$ cat config.mk
export PLATFORM = sky130hd
export DESIGN_NAME = ivtimer
export DESIGN_NICKNAME = d
export VERILOG_FILES = /design/src/rtl/ivt_pkg.sv /design/src/rtl/ivt_regs.sv /design/src/rtl/ivt_counter.sv /design/src/rtl/ivtimer.sv
export SDC_FILE = /design/constraint.sdc
export NUM_CORES = 1
export LEC_CHECK = 0
export ABC_AREA = 0
export BUFFER_PORTS_ARGS = -buffer_cell sky130_fd_sc_hd__buf_4
export CAP_MARGIN = 10
export CORE_AREA = 2 2 160 115
export DETAILED_ROUTE_END_ITERATION = 8
export DIE_AREA = 0 0 162 117
export PLACE_DENSITY = 0.56
export SKIP_LAST_GASP = 1
export SLEW_MARGIN = 20
export SYNTH_ARGS = -nofsm -noshare
export SYNTH_HDL_FRONTEND = slang
export SYNTH_SLANG_ARGS = --single-unit
$ cat constraint.sdc
create_clock -name clk -period 3.4 [get_ports clk]
set_clock_uncertainty 0.1 [all_clocks]
set_input_delay 0.68 -clock clk [delete_from_list [all_inputs] [get_ports clk]]
set_output_delay 0.68 -clock clk [all_outputs]
set_load 0.005 [all_outputs]
$ cat src/rtl/ivt_pkg.sv
package ivt_pkg;
  localparam int DW = 16;
  localparam int CW = 2 * DW;

  localparam logic [2:0] A_STATUS = 3'd0;
  localparam logic [2:0] A_CTRL   = 3'd1;
  localparam logic [2:0] A_PER_LO = 3'd2;
  localparam logic [2:0] A_PER_HI = 3'd3;
  localparam logic [2:0] A_SNP_LO = 3'd4;
  localparam logic [2:0] A_SNP_HI = 3'd5;

  localparam int B_ITO = 0;
  localparam int B_CONT = 1;
  localparam int B_START = 2;
  localparam int B_STOP = 3;

  // Replace one 16-bit half of a 32-bit word.
  function automatic logic [CW-1:0] merge_half(input logic [CW-1:0] old,
                                               input logic [DW-1:0] d,
                                               input logic hi);
    return hi ? {d, old[DW-1:0]} : {old[CW-1:DW], d};
  endfunction

  // Next counter value while running: reload at zero, else decrement.
  function automatic logic [CW-1:0] step_count(input logic [CW-1:0] c,
                                               input logic [CW-1:0] per);
    return (c == '0) ? per : c - 1'b1;
  endfunction
endpackage

$ cat src/rtl/ivt_regs.sv
module ivt_regs
  import ivt_pkg::*;
#(
  parameter logic [CW-1:0] PERIOD_INIT = 32'd1000
) (
  input  logic          clk,
  input  logic          rst_n,
  input  logic [2:0]    addr,
  input  logic          wr_en,
  input  logic [DW-1:0] wdata,
  input  logic [CW-1:0] cnt_i,
  input  logic          run_i,
  input  logic          zero_i,
  output logic [DW-1:0] rdata,
  output logic [CW-1:0] period_o,
  output logic [CW-1:0] load_val,
  output logic          period_wr,
  output logic          start_wr,
  output logic          stop_wr,
  output logic          cont_o,
  output logic          irq
);
  logic [CW-1:0] per_q, snap_q;
  logic          to_q, ito_q, cont_q;
  logic          ctrl_wr, snap_wr, stat_wr;

  assign stat_wr   = wr_en && (addr == A_STATUS);
  assign ctrl_wr   = wr_en && (addr == A_CTRL);
  assign period_wr = wr_en && (addr == A_PER_LO || addr == A_PER_HI);
  assign snap_wr   = wr_en && (addr == A_SNP_LO || addr == A_SNP_HI);
  assign start_wr  = ctrl_wr && wdata[B_START];
  assign stop_wr   = ctrl_wr && wdata[B_STOP];
  assign load_val  = merge_half(per_q, wdata, addr == A_PER_HI);

  always_ff @(posedge clk) begin
    if (!rst_n) begin
      per_q  <= PERIOD_INIT;
      snap_q <= '0;
      to_q   <= 1'b0;
      ito_q  <= 1'b0;
      cont_q <= 1'b0;
    end else begin
      if (period_wr) per_q <= load_val;
      if (snap_wr) snap_q <= cnt_i;
      if (ctrl_wr) begin
        ito_q  <= wdata[B_ITO];
        cont_q <= wdata[B_CONT];
      end
      if (zero_i) to_q <= 1'b1;
      else if (stat_wr) to_q <= 1'b0;
    end
  end

  assign period_o = per_q;
  assign cont_o   = cont_q;
  assign irq      = to_q && ito_q;

  always_comb begin
    case (addr)
      A_STATUS: rdata = {{(DW-2){1'b0}}, run_i, to_q};
      A_CTRL:   rdata = {{(DW-2){1'b0}}, cont_q, ito_q};
      A_PER_LO: rdata = per_q[DW-1:0];
      A_PER_HI: rdata = per_q[CW-1:DW];
      A_SNP_LO: rdata = snap_q[DW-1:0];
      A_SNP_HI: rdata = snap_q[CW-1:DW];
      default:  rdata = '0;
    endcase
  end

  // a snapshot holds the count seen at the write
  a_r7_snap_coherent: assert property (@(posedge clk) disable iff (!rst_n)
    snap_wr |=> snap_q == $past(cnt_i));
  // a zero event leaves the flag set
  a_r8_to_sticky: assert property (@(posedge clk) disable iff (!rst_n)
    zero_i |=> to_q);
  // flag holds unless a zero event or a status write
  a_r8_to_hold: assert property (@(posedge clk) disable iff (!rst_n)
    (to_q && !stat_wr) |=> to_q);
endmodule

$ cat src/rtl/ivt_counter.sv
module ivt_counter
  import ivt_pkg::*;
#(
  parameter logic [CW-1:0] PERIOD_INIT = 32'd1000
) (
  input  logic          clk,
  input  logic          rst_n,
  input  logic [CW-1:0] period_i,
  input  logic [CW-1:0] load_val,
  input  logic          period_wr,
  input  logic          start_wr,
  input  logic          stop_wr,
  input  logic          cont_i,
  output logic [CW-1:0] cnt_o,
  output logic          run_o,
  output logic          zero_evt,
  output logic          tick
);
  logic [CW-1:0] cnt_q;
  logic          run_q, tick_q;

  assign zero_evt = run_q && (cnt_q == '0) && !period_wr;

  always_ff @(posedge clk) begin
    if (!rst_n) begin
      cnt_q  <= PERIOD_INIT;
      run_q  <= 1'b0;
      tick_q <= 1'b0;
    end else begin
      tick_q <= zero_evt;
      if (period_wr) cnt_q <= load_val;
      else if (run_q) cnt_q <= step_count(cnt_q, period_i);

      if (period_wr) run_q <= 1'b0;
      else if (stop_wr) run_q <= 1'b0;
      else if (start_wr) run_q <= 1'b1;
      else if (zero_evt && !cont_i) run_q <= 1'b0;
    end
  end

  assign cnt_o = cnt_q;
  assign run_o = run_q;
  assign tick  = tick_q;

  // running counter decrements by one
  a_r3_decrement: assert property (@(posedge clk) disable iff (!rst_n)
    (run_q && cnt_q != '0 && !period_wr) |=> cnt_q == $past(cnt_q) - 1'b1);
  // zero reloads the period
  a_r3_reload: assert property (@(posedge clk) disable iff (!rst_n)
    zero_evt |=> cnt_q == $past(period_i));
  // single-shot halts after zero
  a_r4_oneshot_halt: assert property (@(posedge clk) disable iff (!rst_n)
    (zero_evt && !cont_i && !start_wr) |=> !run_q);
  // period write loads and halts
  a_r6_load_stop: assert property (@(posedge clk) disable iff (!rst_n)
    period_wr |=> (!run_q && cnt_q == $past(load_val)));
  // stop wins over start
  a_r10_stop_wins: assert property (@(posedge clk) disable iff (!rst_n)
    stop_wr |=> !run_q);
endmodule

$ cat src/rtl/ivtimer.sv
module ivtimer
  import ivt_pkg::*;
#(
  parameter logic [31:0] PERIOD_INIT = 32'd1000
) (
  input  logic        clk,
  input  logic        rst_n,
  input  logic [2:0]  addr,
  input  logic        wr_en,
  input  logic [15:0] wdata,
  output logic [15:0] rdata,
  output logic        irq,
  output logic        tick
);
  logic [CW-1:0] cnt, period, load_val;
  logic          run, zero_evt, period_wr, start_wr, stop_wr, cont;

  ivt_regs #(.PERIOD_INIT(PERIOD_INIT)) u_regs (
    .clk(clk), .rst_n(rst_n), .addr(addr), .wr_en(wr_en), .wdata(wdata),
    .cnt_i(cnt), .run_i(run), .zero_i(zero_evt), .rdata(rdata),
    .period_o(period), .load_val(load_val), .period_wr(period_wr),
    .start_wr(start_wr), .stop_wr(stop_wr), .cont_o(cont), .irq(irq)
  );

  ivt_counter #(.PERIOD_INIT(PERIOD_INIT)) u_cnt (
    .clk(clk), .rst_n(rst_n), .period_i(period), .load_val(load_val),
    .period_wr(period_wr), .start_wr(start_wr), .stop_wr(stop_wr),
    .cont_i(cont), .cnt_o(cnt), .run_o(run), .zero_evt(zero_evt), .tick(tick)
  );

  // interrupt needs a pending flag
  a_r9_irq_needs_flag: assert property (@(posedge clk) disable iff (!rst_n)
    $rose(irq) |-> $past(zero_evt) || $past(wr_en && addr == A_CTRL));
endmodule

# ---- Word-level counts from Yosys, hierarchy flattened
# Cells that the tools add are included.
dict set report word_totals {
  register_bits 101
  inputBits 22
  word_cells 44
  out_inout_bits 18
}
dict set report classes {
  n_addsub 1
  eq_ne 5
  n_bitwise 1
  n_mux 9
  reduce_logical 20
}
# operator n
set ops {}
lappend ops {{32-bit 2-to-1 mux} 4}
lappend ops {{16-bit case mux with 6 select lines} 1}
lappend ops {{32-bit logical NOT} 1}
lappend ops {{32-bit by 1-bit subtractor with 32-bit output (second input constant)} 1}
lappend ops {{1-bit logical AND} 10}
lappend ops {{3-bit by 2-bit equality test with 1-bit output (second input constant)} 2}
lappend ops {{3-bit equality test (second input constant)} 2}
lappend ops {{2-bit nonzero test} 3}
lappend ops {{1-bit 2-to-1 mux} 4}
lappend ops {{3-bit by 1-bit equality test with 1-bit output (second input constant)} 1}
lappend ops {{3-bit logical NOT} 1}
lappend ops {{3-bit OR reduction} 1}
lappend ops {{1-bit logical NOT} 2}
lappend ops {{1-bit logical OR} 2}
lappend ops {{1-bit NOT} 1}

# ---- Longest topological paths before layout
dict set report depth {
  ltp_word 8
  depth_mapped 10
  ltp_nobuf 7
}

# ---- Modules after synthesis
# From an unflattened synthesis, not the netlist that was laid out.
dict set report hier_totals {
  hier_cells 733
  hier_area_um2 6135.9
}
# module cells_each n_inst area_each_um2
set by_module_without_submodules {}
lappend by_module_without_submodules {ivt_regs 399 1 3613.5}
lappend by_module_without_submodules {ivt_counter 334 1 2522.4}

# ---- Worst setup path after synthesis
# OpenSTA, ideal clock, no wires.
dict set report synth_path {
  path_kind {input-to-output}
  startpoint {in addr[0]}
  endpoint {out rdata[10]}
  required_ns 2.620
  cell_stages 5
  path_buffers 3
  slack_ns 0.402
  arrival_time_ns 2.218
  cell_sequence {clkbuf_1 clkbuf_1 clkbuf_1 mux2i_1 o22ai_1}
}
dict set report synth_via {
  elab_chain_len 2
  elab_cells_between_ends 7
  cone_classes {5 x eq/ne; 1 x mux; 1 x reduce/logical}
}
# item line_no
set synth_rtl {}
lappend synth_rtl {{start, declared} ivtimer.sv:8} ;# input logic [2:0] addr,
lappend synth_rtl {{3-bit equality test (tied with other cells)} ivt_regs.sv:59} ;# case (addr)
lappend synth_rtl {{16-bit case mux with 6 select lines *} ivt_regs.sv:59}
lappend synth_rtl {{end, declared} ivtimer.sv:11} ;# output logic [15:0] rdata,
# Every way passes the cells marked *; elsewhere a longest branch is shown, timed or not.

# ---- Final worst setup path
dict set report layout_path {
  startpoint {in addr[0]}
  endpoint {out rdata[4]}
}
# The elaborated chain is that of the path after synthesis.

==> summary by stage <==
Outcome
The run finished with clean final reports.

Pwr
The total power is around 0.0027 W. The sequential share of power is 0.471. The analysis attributes to cell leakage a power of about 2.6 nW. The largest vdd supply drop is roughly 0.2 mV.

For this design the ratio of total power to cell area is 392.2 mW/mm^2. The relative contribution of combinational cells to total power is 0.129. The internal power is 0.001939 W.

For this design the total switching power over the nets is 0.0007571 W. The switching share of power is 0.2808. The clock network fraction of total power is 0.400.

Job
The max-capacitance violation count is 0.

Detailed routing
In the final routed layout, each cell accounts on average for ~20 um. The routed layout has between 5000 and 6000 vias. The number of vias per cell is approximately 5.7. After detailed routing, the number of remaining DRC violations is 0.

The detailed router finished its first iteration with a little under 600 violations. The antenna violation net count after detailed routing is 0. Summed over all layers, the routed wires come to about 21000 um. The count of TritonRoute iterations in the first routing pass is 4.

STA
For the pin with the worst max-slew slack, the measured transition is approximately 840 ps. Of the available clock period, the critical path in the final layout requires 0.8291. The count of pins over their slew limit is 0. The maximum clock rate is about 0.35 GHz.

Setup repair after global routing left no endpoint under its margin. For the finished layout, the period the worst path requires is ~2800 ps. For the final routed database, the setup TNS stands at 0 ps.

The final-report hold violation count came to 0. The relative slew slack is 0.4411. Setup violations remaining at the end of the flow were counted as 0.

Worst setup path
The slack of the worst reg-to-reg path is between 700 and 800 ps. The cell with the largest stage delay on the worst path is sky130_fd_sc_hd__buf_4. The worst setup path is captured at a primary output.

The worst register-to-register path begins at u_cnt.cnt_o[9]$_SDFFE_PN1P_. The largest incremental delay on the critical path is slightly below 500 ps. The total buffers and inverters traversed by the critical path is 3. The cell class contributing the biggest share of worst-path delay is buffers and inverters.

Counting stages on the worst path, the most repeated cell is sky130_fd_sc_hd__buf_4. The data arrival time of the critical path is 2040 ps. The largest fanout on the critical path is 37. The worst register-to-register path ends at u_cnt.cnt_o[29]$_SDFFE_PN0P_. The critical path is of the in2out type. The worst reg-to-reg path cell count is 5. The signal on the critical path passes through buf_4 > buf_4 > mux2i_1 > o22ai_1 > buf_4. The required time reported for the critical path endpoint is around 2600 ps. The worst setup path is launched from an input pin.

Cells and area
The area growth from synthesis to layout is 14.65%. With fillers left out, the area of the finished cells amounts to 0.006874 mm^2. The library cell used most frequently in the layout, excluding fill and tap cells, is sky130_fd_sc_hd__nand2_1. The utilization of the core after routing is 0.3918. 0 antenna diodes ended up in the layout. In the layout the commonest cells are sky130_fd_sc_hd__nand2_1, sky130_fd_sc_hd__dfxtp_1, sky130_fd_sc_hd__buf_4. After the last flow step, the layout net total stands at about 800. In the final layout, the share of cells above drive strength 1 is 0.1414.

GRT
The initial antenna violation count is 0. The first global-routing pass estimated about 32000 um of wire. The number of global-route vias before repair was roughly 5200. The total routing usage reported by global routing is 0.2199. The total overflow left after global routing is 0.

Entering global routing, the biggest net connects 47 pins.

Synthesis
Of the total synthesized cell area, the portion taken by AND, OR, NAND and NOR gates is 0.2483. The cell count after synthesis came out at roughly 750. The synthesized-area fraction occupied by ao, oa, aoi and oai cells came to 0.2239. After synthesis the netlist holds a flip-flop and latch count of 101. Of all flip-flops after synthesis, the portion carrying an async set or reset was 0.

The number of flops mapped to enable cells by yosys is 0. The largest family of logic cells by synthesized area is simple AND/OR/NAND/NOR gates. The total nets after synthesis is roughly 770.

The post-synthesis average cell area is ~8 um^2. The share of the Yosys chip area taken by registers is 0.3372. The XOR/XNOR share of the synthesized area is 0.01899. After synthesis the cells add up to 0.005996 mm^2. The fraction of synthesized area in multiplexers is 0.1160.

The number of different library cells used by synthesis comes to 67. The adder-cell share of the synthesized area is 0.004174. The count of yosys warnings during synthesis is 0. In the synthesized netlist the dominant register cell turns out to be sky130_fd_sc_hd__dfxtp_1.

Clock tree
For this design, the CTS-stage hold fixing added 0 buffers. The number of clock buffers added by TritonCTS is 9. TritonCTS built the clock tree.

In this run the clock root is driven by a sky130_fd_sc_hd__clkbuf_16. The clock tree synthesis step divided the H-tree into 3 levels. The post-CTS setup-driven buffer insertion count is 0. The post-cts resize count is 0. Counting along the longest clock path gives a buffer depth of 2. After clock tree synthesis, the clock-pin slew on the worst setup and hold paths is roughly 70 ps. The clock drives 101 sinks. The clock latency on the worst-skew pair is roughly 360 ps.

Die
The floorplan step defined a core boundary enclosing 0.01754 mm^2. The initial utilization of the core area, before any placement, comes to 0.3417. The area enclosed by the die boundary is 0.01895 mm^2.

The die is approximately 160 um wide. The die outline height is roughly 120 um. The floorplan has 41 rows. In this run the count of I/O pins placed on the die edge is 40.

Min path
The worst hold path passes through 2 cells. The worst hold path belongs to the class reg2reg. For hold timing, the worst endpoint is u_regs.snap_q[6]$_SDFFE_PN0P_. The worst hold path begins at u_regs.snap_q[6]$_SDFFE_PN0P_.

Placement
The number of buffer cells added on primary ports is 39. After detailed placement, the total cell area comes to 0.006575 mm^2. The placer congestion estimate is between 0.9 and 1. The half-perimeter wire length after placement is roughly 15000 um.
## registers in the layout, summed over array words and instances, names as in the netlist
signal           flops
u_regs.period_o     32
u_cnt.tick           1
u_regs.to_q          1
u_cnt.run_o          1
u_regs.cont_o        1
u_regs.ito_q         1
u_regs.snap_q       32
u_cnt.cnt_o         32
## per-stage QoR
stage | setup slack, ps | std cells | hold WS [ps]
final | 581.0 | 1007 | 361.0
after global routing | 495.8 | 1007 | 386.4
after CTS | 581.3 | 1007 | 365.6
after detailed placement | 582.9 | 991 | 355.0
after global placement | 642.5 | 991 | 350.8
after floorplan | 402.5 | 749 | 342.8
## worst reg2reg max path, cell delays in order (launching register included)
cell	delay, ps
sky130_fd_sc_hd__dfxtp_1	440
sky130_fd_sc_hd__or4_4	610
sky130_fd_sc_hd__or3_1	540
sky130_fd_sc_hd__nor4_4	420
sky130_fd_sc_hd__a211oi_1	150
sky130_fd_sc_hd__o41ai_2	310
## how the worst max path moves through the flow
stage                 start         to  slack, ps  depth (start not counted)
floorplan           addr[0]  rdata[10]        400                          5
detailed placement  addr[0]   rdata[4]        580                          5
finish              addr[0]   rdata[4]        580                          5
global route        addr[0]  rdata[12]        500                          5
CTS                 addr[0]   rdata[4]        580                          5
global placement    addr[0]   rdata[4]        640                          5
## synthesized netlist by cell type, types with 9 or more instances
cell,count,area (um^2)
sky130_fd_sc_hd__nor2_1,23,86.33
sky130_fd_sc_hd__dfxtp_1,101,2022
sky130_fd_sc_hd__o311ai_0,9,78.83
sky130_fd_sc_hd__nor3_1,20,100.1
sky130_fd_sc_hd__o22ai_1,12,75.07
sky130_fd_sc_hd__a21oi_1,11,55.05
sky130_fd_sc_hd__clkbuf_1,53,198.9
sky130_fd_sc_hd__nand2_1,159,596.8
sky130_fd_sc_hd__o21ai_0,26,130.1
sky130_fd_sc_hd__a21boi_0,58,435.4
sky130_fd_sc_hd__mux2i_1,65,650.6
sky130_fd_sc_hd__nand3_1,19,95.09
sky130_fd_sc_hd__nor4_1,13,81.33
## kinds of logic after synthesis
kind of cell	Yosys count
AND/OR/NAND/NOR	303
XOR/XNOR	13
AO/OA/AOI/OAI	187
multiplexers	69
flip-flops	101
buffers and inverters	74
adder cells (fa/ha/maj)	2
## layout make-up
| cell class | instances | area, um^2 |
|---|---|---|
| Multi-Input combinational cell | 574 | 3684 |
| Clock buffer | 10 | 229.0 |
| Clock inverter | 6 | 70.07 |
| Inverter | 7 | 26.28 |
| Fill cell | 1859 | 10670 |
| Sequential cell | 101 | 2022 |
| Tap cell | 236 | 295.3 |
| Timing Repair Buffer | 73 | 548.0 |
## power by group through the flow
stage / Sequential, W / Combinational, W / Clock [W]
after floorplan: 0.00127 / 0.000232 / 0
after global placement: 0.00130 / 0.000341 / 0
after detailed placement: 0.00129 / 0.000342 / 0
after CTS: 0.00127 / 0.000344 / 0.00109
after global routing: 0.00127 / 0.000378 / 0.00114
final: 0.00127 / 0.000349 / 0.00108
## routing by layer
layer / vias up / global-route usage / share of wire
met4: 0 / 0.04956 / 0.011
met3: 23 / 0.03594 / 0.068
met1: 2805 / 0.3291 / 0.50
met5: - / 0 / 0
li1: 2739 / - / -
met2: 201 / 0.3308 / 0.43
Note: power is estimated with default switching activity, not from simulation.
